[src/rtl/pktrd_pkg.sv]
package pktrd_pkg;
    localparam int NUM_OWNERS = 4;
    localparam int OWN_W      = 2;

    typedef logic [OWN_W-1:0] owner_t;

    localparam owner_t OWN_EVENT = 2'd0;
    localparam owner_t OWN_FAST  = 2'd1;
    localparam owner_t OWN_MON   = 2'd2;
    localparam owner_t OWN_PASS  = 2'd3;

    // rank 0 is the strongest claim
    function automatic owner_t rank_owner(input int rank);
        case (rank)
            0:       return OWN_MON;
            1:       return OWN_EVENT;
            2:       return OWN_FAST;
            default: return OWN_PASS;
        endcase
    endfunction
endpackage

[src/rtl/pktrd_sync2.sv]
module pktrd_sync2 #(
    parameter int   STAGES  = 2,
    parameter logic RST_VAL = 1'b0
) (
    input  logic clk,
    input  logic rst_n,
    input  logic d,
    output logic q
);
    logic [STAGES-1:0] chain_q;

    always_ff @(posedge clk or negedge rst_n) begin
        if (!rst_n) chain_q <= {STAGES{RST_VAL}};
        else        chain_q <= {chain_q[STAGES-2:0], d};
    end

    assign q = chain_q[STAGES-1];
endmodule

[src/rtl/pktrd_prio_pick.sv]
module pktrd_prio_pick
    import pktrd_pkg::*;
(
    input  logic [NUM_OWNERS-1:0] req,
    input  logic [NUM_OWNERS-1:0] mask,
    output logic                  valid,
    output owner_t                win
);
    logic [NUM_OWNERS:0]   found;
    logic [OWN_W-1:0]      sel [NUM_OWNERS+1];
    logic [NUM_OWNERS-1:0] hit;

    assign found[0] = 1'b0;
    assign sel[0]   = '0;

    for (genvar r = 0; r < NUM_OWNERS; r++) begin : g_rank
        localparam owner_t O = rank_owner(r);
        assign hit[r]     = req[O] & ~mask[O];
        assign found[r+1] = found[r] | hit[r];
        assign sel[r+1]   = (found[r] || !hit[r]) ? sel[r] : O;
    end

    assign valid = found[NUM_OWNERS];
    assign win   = sel[NUM_OWNERS];
endmodule

[src/rtl/pktrd_ser.sv]
module pktrd_ser #(
    parameter int WORD_W = 16,
    parameter int BYTE_W = WORD_W / 2
) (
    input  logic              clk,
    input  logic              rst_n,
    input  logic [1:0]        ph,
    input  logic              rd_fire,
    input  logic              halt,
    input  logic [WORD_W-1:0] word_i,
    output logic              tlm_clk,
    output logic [BYTE_W-1:0] tlm_data,
    output logic              tlm_sync_n
);
    typedef struct packed {
        logic              tclk;
        logic [BYTE_W-1:0] data;
        logic              sync_n;
        logic [BYTE_W-1:0] lo_hold;
        logic              live;
    } ser_t;

    ser_t q, n;

    always_comb begin
        n      = q;
        n.tclk = ~ph[0];
        if (ph == 2'd0) begin
            n.lo_hold = word_i[BYTE_W-1:0];
            n.live    = rd_fire;
            n.data    = rd_fire ? word_i[WORD_W-1 -: BYTE_W] : '0;
            n.sync_n  = ~rd_fire;
        end else if (ph == 2'd2) begin
            n.data   = (q.live && !halt) ? q.lo_hold : '0;
            n.sync_n = ~(q.live & ~halt);
            n.live   = 1'b0;
        end
    end

    always_ff @(posedge clk or negedge rst_n) begin
        if (!rst_n) q <= '{tclk: 1'b0, data: '0, sync_n: 1'b1, lo_hold: '0, live: 1'b0};
        else        q <= n;
    end

    assign tlm_clk    = q.tclk;
    assign tlm_data   = q.data;
    assign tlm_sync_n = q.sync_n;
endmodule

[src/rtl/pkt_read_serializer.sv]
module pkt_read_serializer
    import pktrd_pkg::*;
#(
    parameter int  PKT_WORDS = 8,
    parameter int  NUM_BUFS  = 4,
    parameter int  WORD_W    = 16,
    localparam int BYTE_W    = WORD_W / 2,
    localparam int BUF_W     = $clog2(NUM_BUFS),
    localparam int IDX_W     = $clog2(PKT_WORDS),
    localparam int ADDR_W    = OWN_W + BUF_W + IDX_W
) (
    input  logic                  clk,
    input  logic                  rst_n,
    input  logic [NUM_OWNERS-1:0] req_i,
    input  logic                  ready_i,
    input  logic                  inhibit_i,
    output logic                  mem_rd_o,
    output logic [ADDR_W-1:0]     mem_addr_o,
    input  logic [WORD_W-1:0]     mem_data_i,
    output logic [NUM_OWNERS-1:0] buf_done_o,
    output logic                  tlm_clk_o,
    output logic [BYTE_W-1:0]     tlm_data_o,
    output logic                  tlm_sync_n_o
);
    localparam logic [IDX_W-1:0] LAST_IDX = IDX_W'(PKT_WORDS - 1);
    localparam logic [BUF_W-1:0] LAST_BUF = BUF_W'(NUM_BUFS - 1);

    typedef struct packed {
        logic [1:0]                       ph;
        logic                             active;
        owner_t                           owner;
        logic [IDX_W-1:0]                 idx;
        owner_t                           last;
        logic                             gap;
        logic [NUM_OWNERS-1:0][BUF_W-1:0] rptr;
        logic [NUM_OWNERS-1:0]            done;
    } st_t;

    st_t q, n;

    logic                  ready_s;
    logic                  halt;
    logic [NUM_OWNERS-1:0] mask;
    logic                  pick_v;
    owner_t                pick_w;
    owner_t                cur_owner;
    logic [IDX_W-1:0]      cur_idx;
    logic                  rd_fire;

    pktrd_sync2 #(.STAGES(2), .RST_VAL(1'b0)) u_rdy_sync (
        .clk   (clk),
        .rst_n (rst_n),
        .d     (ready_i),
        .q     (ready_s)
    );

    assign halt = inhibit_i | ~ready_s;
    assign mask = q.gap ? (NUM_OWNERS'(1) << q.last) : '0;

    pktrd_prio_pick u_pick (
        .req   (req_i),
        .mask  (mask),
        .valid (pick_v),
        .win   (pick_w)
    );

    always_comb begin
        n         = q;
        n.ph      = q.ph + 2'd1;
        n.done    = '0;
        rd_fire   = 1'b0;
        cur_owner = q.active ? q.owner : pick_w;
        cur_idx   = q.active ? q.idx : '0;

        if (halt) begin
            n.active = 1'b0;
            n.idx    = '0;
            n.gap    = 1'b0;
        end else if (q.ph == 2'd0) begin
            n.gap = 1'b0;
            if (q.active || pick_v) begin
                rd_fire  = 1'b1;
                n.active = 1'b1;
                n.owner  = cur_owner;
                if (cur_idx == LAST_IDX) begin
                    n.active          = 1'b0;
                    n.idx             = '0;
                    n.done[cur_owner] = 1'b1;
                    n.last            = cur_owner;
                    n.gap             = 1'b1;
                    n.rptr[cur_owner] = (q.rptr[cur_owner] == LAST_BUF) ? '0
                                        : q.rptr[cur_owner] + BUF_W'(1);
                end else begin
                    n.idx = cur_idx + IDX_W'(1);
                end
            end
        end
    end

    always_ff @(posedge clk or negedge rst_n) begin
        if (!rst_n) q <= '0;
        else        q <= n;
    end

    assign mem_rd_o   = rd_fire;
    assign mem_addr_o = {cur_owner, q.rptr[cur_owner], cur_idx};
    assign buf_done_o = q.done;

    pktrd_ser #(.WORD_W(WORD_W), .BYTE_W(BYTE_W)) u_ser (
        .clk        (clk),
        .rst_n      (rst_n),
        .ph         (q.ph),
        .rd_fire    (rd_fire),
        .halt       (halt),
        .word_i     (mem_data_i),
        .tlm_clk    (tlm_clk_o),
        .tlm_data   (tlm_data_o),
        .tlm_sync_n (tlm_sync_n_o)
    );
endmodule

[config.mk]
export PLATFORM = sky130hd
export DESIGN_NAME = pkt_read_serializer
export DESIGN_NICKNAME = d
export VERILOG_FILES = /design/src/rtl/pktrd_pkg.sv /design/src/rtl/pktrd_sync2.sv /design/src/rtl/pktrd_prio_pick.sv /design/src/rtl/pktrd_ser.sv /design/src/rtl/pkt_read_serializer.sv
export SDC_FILE = /design/constraint.sdc
export NUM_CORES = 1
export LEC_CHECK = 0
export BUFFER_PORTS_ARGS = -buffer_cell sky130_fd_sc_hd__buf_2
export CAP_MARGIN = 20
export CORE_ASPECT_RATIO = 1.75
export CORE_UTILIZATION = 57
export CTS_BUF_LIST = sky130_fd_sc_hd__clkbuf_8
export CTS_CLUSTER_SIZE = 14
export DETAILED_ROUTE_END_ITERATION = 10
export PLACE_DENSITY = 0.87
export SLEW_MARGIN = 10
export SYNTH_ARGS = -nofsm -noshare
export SYNTH_HDL_FRONTEND = slang
export SYNTH_SLANG_ARGS = --single-unit
[constraint.sdc]
create_clock -name clk -period 4.28 [get_ports clk]
set_clock_uncertainty 0.05 [all_clocks]
set_input_delay 0.856 -clock clk [delete_from_list [all_inputs] [get_ports clk]]
set_output_delay 0.856 -clock clk [all_outputs]
set_load 0.05 [all_outputs]
After elaboration in Yosys (flattened, before gate mapping)
Cells that the tools add are included.
Widths: inputs -> output; s select.
{ "word_totals": {"register_bits": 44, "input_bits": 24, "output_inout_bits": 22, "wordCells": 94} }
{ "op_classes": {"add_sub_neg": 3, "n_lt_le_gt_ge": 2, "eq_ne": 3, "shift": 1, "mux": 33, "n_bitwise": 18, "n_reduce_logical": 17} }
{ "op_table": {"columns": ["op", "n"], "rows": [
  ["$mux 21", 2],
  ["$mux 9", 2],
  ["$mux 2", 8],
  ["$mux 8", 2],
  ["$mux 15", 1],
  ["$mux 1", 9],
  ["$mux 3", 3],
  ["$not 1->1", 9],
  ["$bwmux 8", 1],
  ["$mux 4", 2],
  ["$reduce_bool 2->1", 3],
  ["$and 1x1->1", 5],
  ["$add 2x1->2 const B", 2],
  ["$bmux 2 s2", 1],
  ["$demux 2 s2", 1],
  ["$eq 2x2->1 const B", 2],
  ["$logic_not 1->1", 4],
  ["$logic_or 1x1->1", 4],
  ["$or 1x1->1", 4],
  ["$reduce_and 4->1", 1],
  ["$shl 1x2->4 const A", 1],
  ["$add 3x1->3 const B", 1],
  ["$eq 3x3->1 const B", 1],
  ["$lt 2x3->1 const B", 1],
  ["other kinds (6)", 7]
]} }

Longest topological paths before layout
{ "logic_depth": {"word_depth": 19, "mapped_depth": 9, "depth_no_buf": 9} }

Hierarchy
From an unflattened synthesis, not the netlist that was laid out.
{ "unflattened": {"cells_unflattened": 187, "area_unflattened_um2": 2198.4} }
{ "by_module_without_submodules": {"columns": ["module", "instances", "cells_per_inst", "area_each_um2"], "rows": [
  ["pkt_read_serializer", 1, 87, 1171.1],
  ["pktrd_ser", 1, 88, 899.6],
  ["pktrd_prio_pick", 1, 10, 77.6],
  ["pktrd_sync2", 1, 2, 50.0]
]} }

Worst setup path before layout
Ideal clock, no wire load.
{ "synth_path": {"path_type": "input -> output", "startpoint": "in req_i[1]", "endpoint": "out mem_addr_o[4]", "t_arrival_ps": 2777, "required_ps": 3374, "setup_slack_ps": 597, "stages": 7, "n_path_buf": 0, "cell_sequence": "mux2_2 > o22ai_1 > nor3_1 > a21oi_1 > inv_1 > a21oi_1 > a21oi_1"} }
{ "synth_between": {"elab_chain_len": 8, "elab_cells_between_ends": 10, "cone_classes": "mux: 5; bitwise: 2; reduce/logical: 3"} }
{ "synth_lines": {"columns": ["item", "line_no", "rtl"], "rows": [
  ["start: declaration", "pkt_read_serializer.sv:14", "input logic [NUM_OWNERS-1:0] req_i,"],
  ["$and 1x1->1 (*)", "pktrd_prio_pick.sv:18", "assign hit[r] = req[O] & ~mask[O];"],
  ["$logic_not 1->1", "pktrd_prio_pick.sv:20", "assign sel[r+1] = (found[r] || !hit[r]) ? sel[r] : O;"],
  ["$logic_or 1x1->1", "pktrd_prio_pick.sv:20", null],
  ["$mux 2", "pktrd_prio_pick.sv:20", null],
  ["$mux 2 (*)", "pktrd_prio_pick.sv:20", null],
  ["$mux 2 (*)", "pkt_read_serializer.sv:72", "cur_owner = q.active ? q.owner : pick_w;"],
  ["net mem_addr_o[5]", "pkt_read_serializer.sv:18", "output logic [ADDR_W-1:0] mem_addr_o,"],
  ["$bmux 2 s2 (*)", "pkt_read_serializer.sv:106", "assign mem_addr_o = {cur_owner, q.rptr[cur_owner], cur_idx};"],
  ["$mux 2 (not written as such) (*)", "pkt_read_serializer.sv:106", null],
  ["end: declaration", "pkt_read_serializer.sv:18", null]
]} }
Mark *: on every way through the listed nets, which the timed path passes. The rest lies on a longest branch. The select of a mux whose other input is x is not followed.

Final worst setup path
{ "layout_path": {"startpoint": "in req_i[3]", "endpoint": "out mem_addr_o[3]"} }
{ "layout_between": {"elab_chain_len": 7} }
{ "layout_lines": {"columns": ["item", "line_no"], "rows": [
  ["$and 1x1->1", "pktrd_prio_pick.sv:18"],
  ["$logic_not 1->1", "pktrd_prio_pick.sv:20"],
  ["$logic_or 1x1->1", "pktrd_prio_pick.sv:20"],
  ["$mux 2", "pktrd_prio_pick.sv:20"],
  ["$mux 2", "pkt_read_serializer.sv:72"],
  ["$bmux 2 s2", "pkt_read_serializer.sv:106"],
  ["$mux 2 (not written as such)", "pkt_read_serializer.sv:106"]
]} }
No other way between the ends. The select of a mux whose other input is x is not followed.

==> reports/results.ini <==
[status]
status = finished clean

[synth]
avgSynthCellArea_um2 = 10.4
synthesis.nets = 228
synth_cells = 200
seq_area_frac_synth_pct = 51.8
synth_top_area_cell = dfrtp_1
synth-seq-cells = 43
synth_async_sr_flop_share_pct = 100
synth_edf_count = 0
synth_top_area_share_pct = 50.5
ys_top_cells_by_area = dfrtp_1, mux2_2, a21oi_1
ys.warnings.count = 0
syn_area_um2 = 2080
synth_cell_type_count = 33
ys.flop_type = dfrtp_1

[hold_path]
hold_class = reg -> reg
hold_depth = 0
hold_path_startpoint = u_rdy_sync.chain_q[0]$_DFF_PN0_

[clocking]
cts_buffer_depth = 2
cts_made_buffers = 5
root_buffer = clkbuf_8
cts_setup_buffers = 0
cts_max_level = 2
clk_pin_slew_worst_paths_ns = 0.08
cts_sinks = 43
hold_buffers = 0
insertion_delay_ns = 0.29
cts_tree = yes
cts_resized = 0

[final_layout]
n_antenna_cell = 0
filler_cell_count = 281
nets = 262
drive_gt1_share_pct = 32.8
area_growth_pct = 12.6
seq_area_um2 = 1080
multiInputGateArea_um2 = 848
fin_cells = 280

[drt]
wl_per_cell_um = 14.5
ant_nets = 0
first_pass_iters = 4
viasPerCell = 5.41
route.detailed.drc = 0
drtIter0Drc = 41
dr_total_vias = 1515
drt-total-wl_um = 4070

[worst_setup_path]
rr_worst_depth = 9
reg2reg_from = q[21]$_DFF_PN0_
cp-startpoint = req_i[3]
required_ns = 3.37
path_max_fanout = 6
end_kind = output pin
start_kind = primary input
worst-setup-path-type = in -> out
crit_arrival_ns = 2.92

[global_routing]
antenna_found_initial = 0
grt_max_degree = 44
groute.usage.overall_pct = 23.0
grt_pass1_wl_um = 6270
grt_pass1_vias = 1425
gr-total-overflow = 0

[timing]
fin_crit_sh_pct = 89.4
final_hold_viol_count = 0
tightest_slew_ns = 0.908
relSlewSlack_pct = 39.5
finalCriticalPeriod_ns = 3.82
setup_viol = 0
rsz0062_at_grt = false
tns_ns = 0
holdWs_ns = 0.301
max_clock_freq_mhz = 261
drv_slew = 0

[pwr]
power_density_nw_per_um2 = 326
ir_worst_vdd_v = 0.000274
p_leak_nw = 1.21

[floorplanning]
die_h_um = 81.9
die_x_um = 47.7
num_io_pins = 46
die-area_um2 = 3910
row_count = 28
initial_core_util_pct = 60.6
core_area_um2 = 3430

[place]
place.detailed.instances = 272
port_buffers = 45
dp_hpwl_um = 3040
gp_congestion = 0.903

[flow_run]
cap_violations = 0

==> area by class of cell <==
cell class / count / area share, %
multi-input cells: 127 / 36.2
inverters: 10 / 1.71
well taps: 45 / 2.40
clock buffers: 5 / 2.94
clock inverters: 3 / 0.534
repair buffers: 47 / 10.3
flip-flops and latches: 43 / 46.0
==> per-layer routing <==
metal | share of wire [%] | wire length, µm | GRT usage [%]
met2 | 56 | 2270 | 39.5
met1 | 38 | 1550 | 25.6
met4 | 3.1 | 124 | 12.5
met3 | 3.0 | 121 | 3.96
met5 | 0 | 0 | 0
==> critical path, stage by stage <==
cell,delay [ns]
buf_2,0.12
and3b_1,0.16
a222oi_1,0.61
mux2_4,0.32
inv_4,0.06
mux2_4,0.31
o21ai_4,0.20
inv_1,0.05
buf_2,0.21
==> cell usage in the layout (no fill, tap or decap) <==
| master | synthesis | routed |
|---|---|---|
| a211oi_1 | 2 | 2 |
| a21oi_1 | 22 | 22 |
| a222oi_1 | 1 | 1 |
| a22o_1 | 2 | 2 |
| a31oi_1 | 1 | 1 |
| a32o_1 | 1 | 1 |
| and2_1 | 5 | 5 |
| and3b_1 | 1 | 1 |
| buf_2 | 0 | 45 |
| buf_4 | 12 | 2 |
| clkbuf_8 | 0 | 5 |
| clkinv_2 | 0 | 1 |
| dfrtp_1 | 42 | 42 |
| dfstp_2 | 1 | 1 |
| ha_1 | 4 | 4 |
| inv_1 | 9 | 11 |
| inv_4 | 1 | 1 |
| mux2_2 | 13 | 13 |
| mux2_4 | 6 | 6 |
| mux2i_1 | 5 | 5 |
| nand2_1 | 22 | 22 |
| nand3_1 | 2 | 2 |
| nand3b_1 | 2 | 2 |
| nor2_1 | 23 | 23 |
| nor2b_1 | 2 | 2 |
| nor3_1 | 1 | 1 |
| nor3b_2 | 0 | 1 |
| o21ai_0 | 5 | 5 |
| o21ai_4 | 1 | 1 |
| o22a_1 | 1 | 1 |
| o22ai_1 | 1 | 1 |
| o31ai_1 | 1 | 1 |
| or2_2 | 1 | 1 |
| xnor2_1 | 1 | 1 |
==> synthesized netlist by cell type, types with 4 or more instances <==
cell and count:
nand2_1 22, nor2_1 23, inv_1 9, mux2_4 6, and2_1 5, dfrtp_1 42
mux2_2 13, ha_1 4, buf_4 12, a21oi_1 22, clkbuf_1 7, mux2i_1 5
o21ai_0 5
==> where the power goes <==
| group | leakage, nW | total (mW) | internal, mW | switching (mW) |
|---|---|---|---|---|
| Combinational | 0.597 | 0.0955 | 0.0303 | 0.0651 |
| Sequential | 0.559 | 0.429 | 0.419 | 0.00973 |
| Clock | 0.0505 | 0.240 | 0.110 | 0.131 |
| Total | 1.21 | 0.764 | 0.559 | 0.205 |
==> per-stage QoR <==
step | setup slack, ns | power (mW) | utilization (%) | area, µm²
final | 0.456 | 0.764 | 68.3 | 2340
after global routing | 0.341 | 0.795 | 68.3 | 2340
after CTS | 0.477 | 0.769 | 68.3 | 2340
after floorplan | 0.597 | 0.500 | - | 2080
after global placement | 0.560 | 0.528 | 65.9 | 2260
after detailed placement | 0.494 | 0.532 | 65.9 | 2260
==> worst paths after layout <==
path,slack (ns),to
setup reg to reg,1.39,register
min in group asynchronous,0.64,q[16]$_DFFE_PN0P_
hold / removal,0.30,u_rdy_sync.chain_q[1]$_DFF_PN0_
hold reg to reg,0.30,u_rdy_sync.chain_q[1]$_DFF_PN0_
setup / recovery,0.46,mem_addr_o[3]
max in group asynchronous,2.97,asynchronous set/reset pin
==> cells by family after synthesis <==
| family | after synthesis | synth area share [%] |
|---|---|---|
| multiplexers | 24 | 13.8 |
| AND/OR/NAND/NOR | 60 | 12.7 |
| XOR/XNOR | 1 | 0.421 |
| flip-flops | 43 | 51.8 |
| AO/OA/AOI/OAI | 38 | 11.2 |
| adder cells (fa/ha/maj) | 4 | 2.41 |
| buffers and inverters | 30 | 7.70 |
No activity file was read; power rests on OpenSTA's default activity.
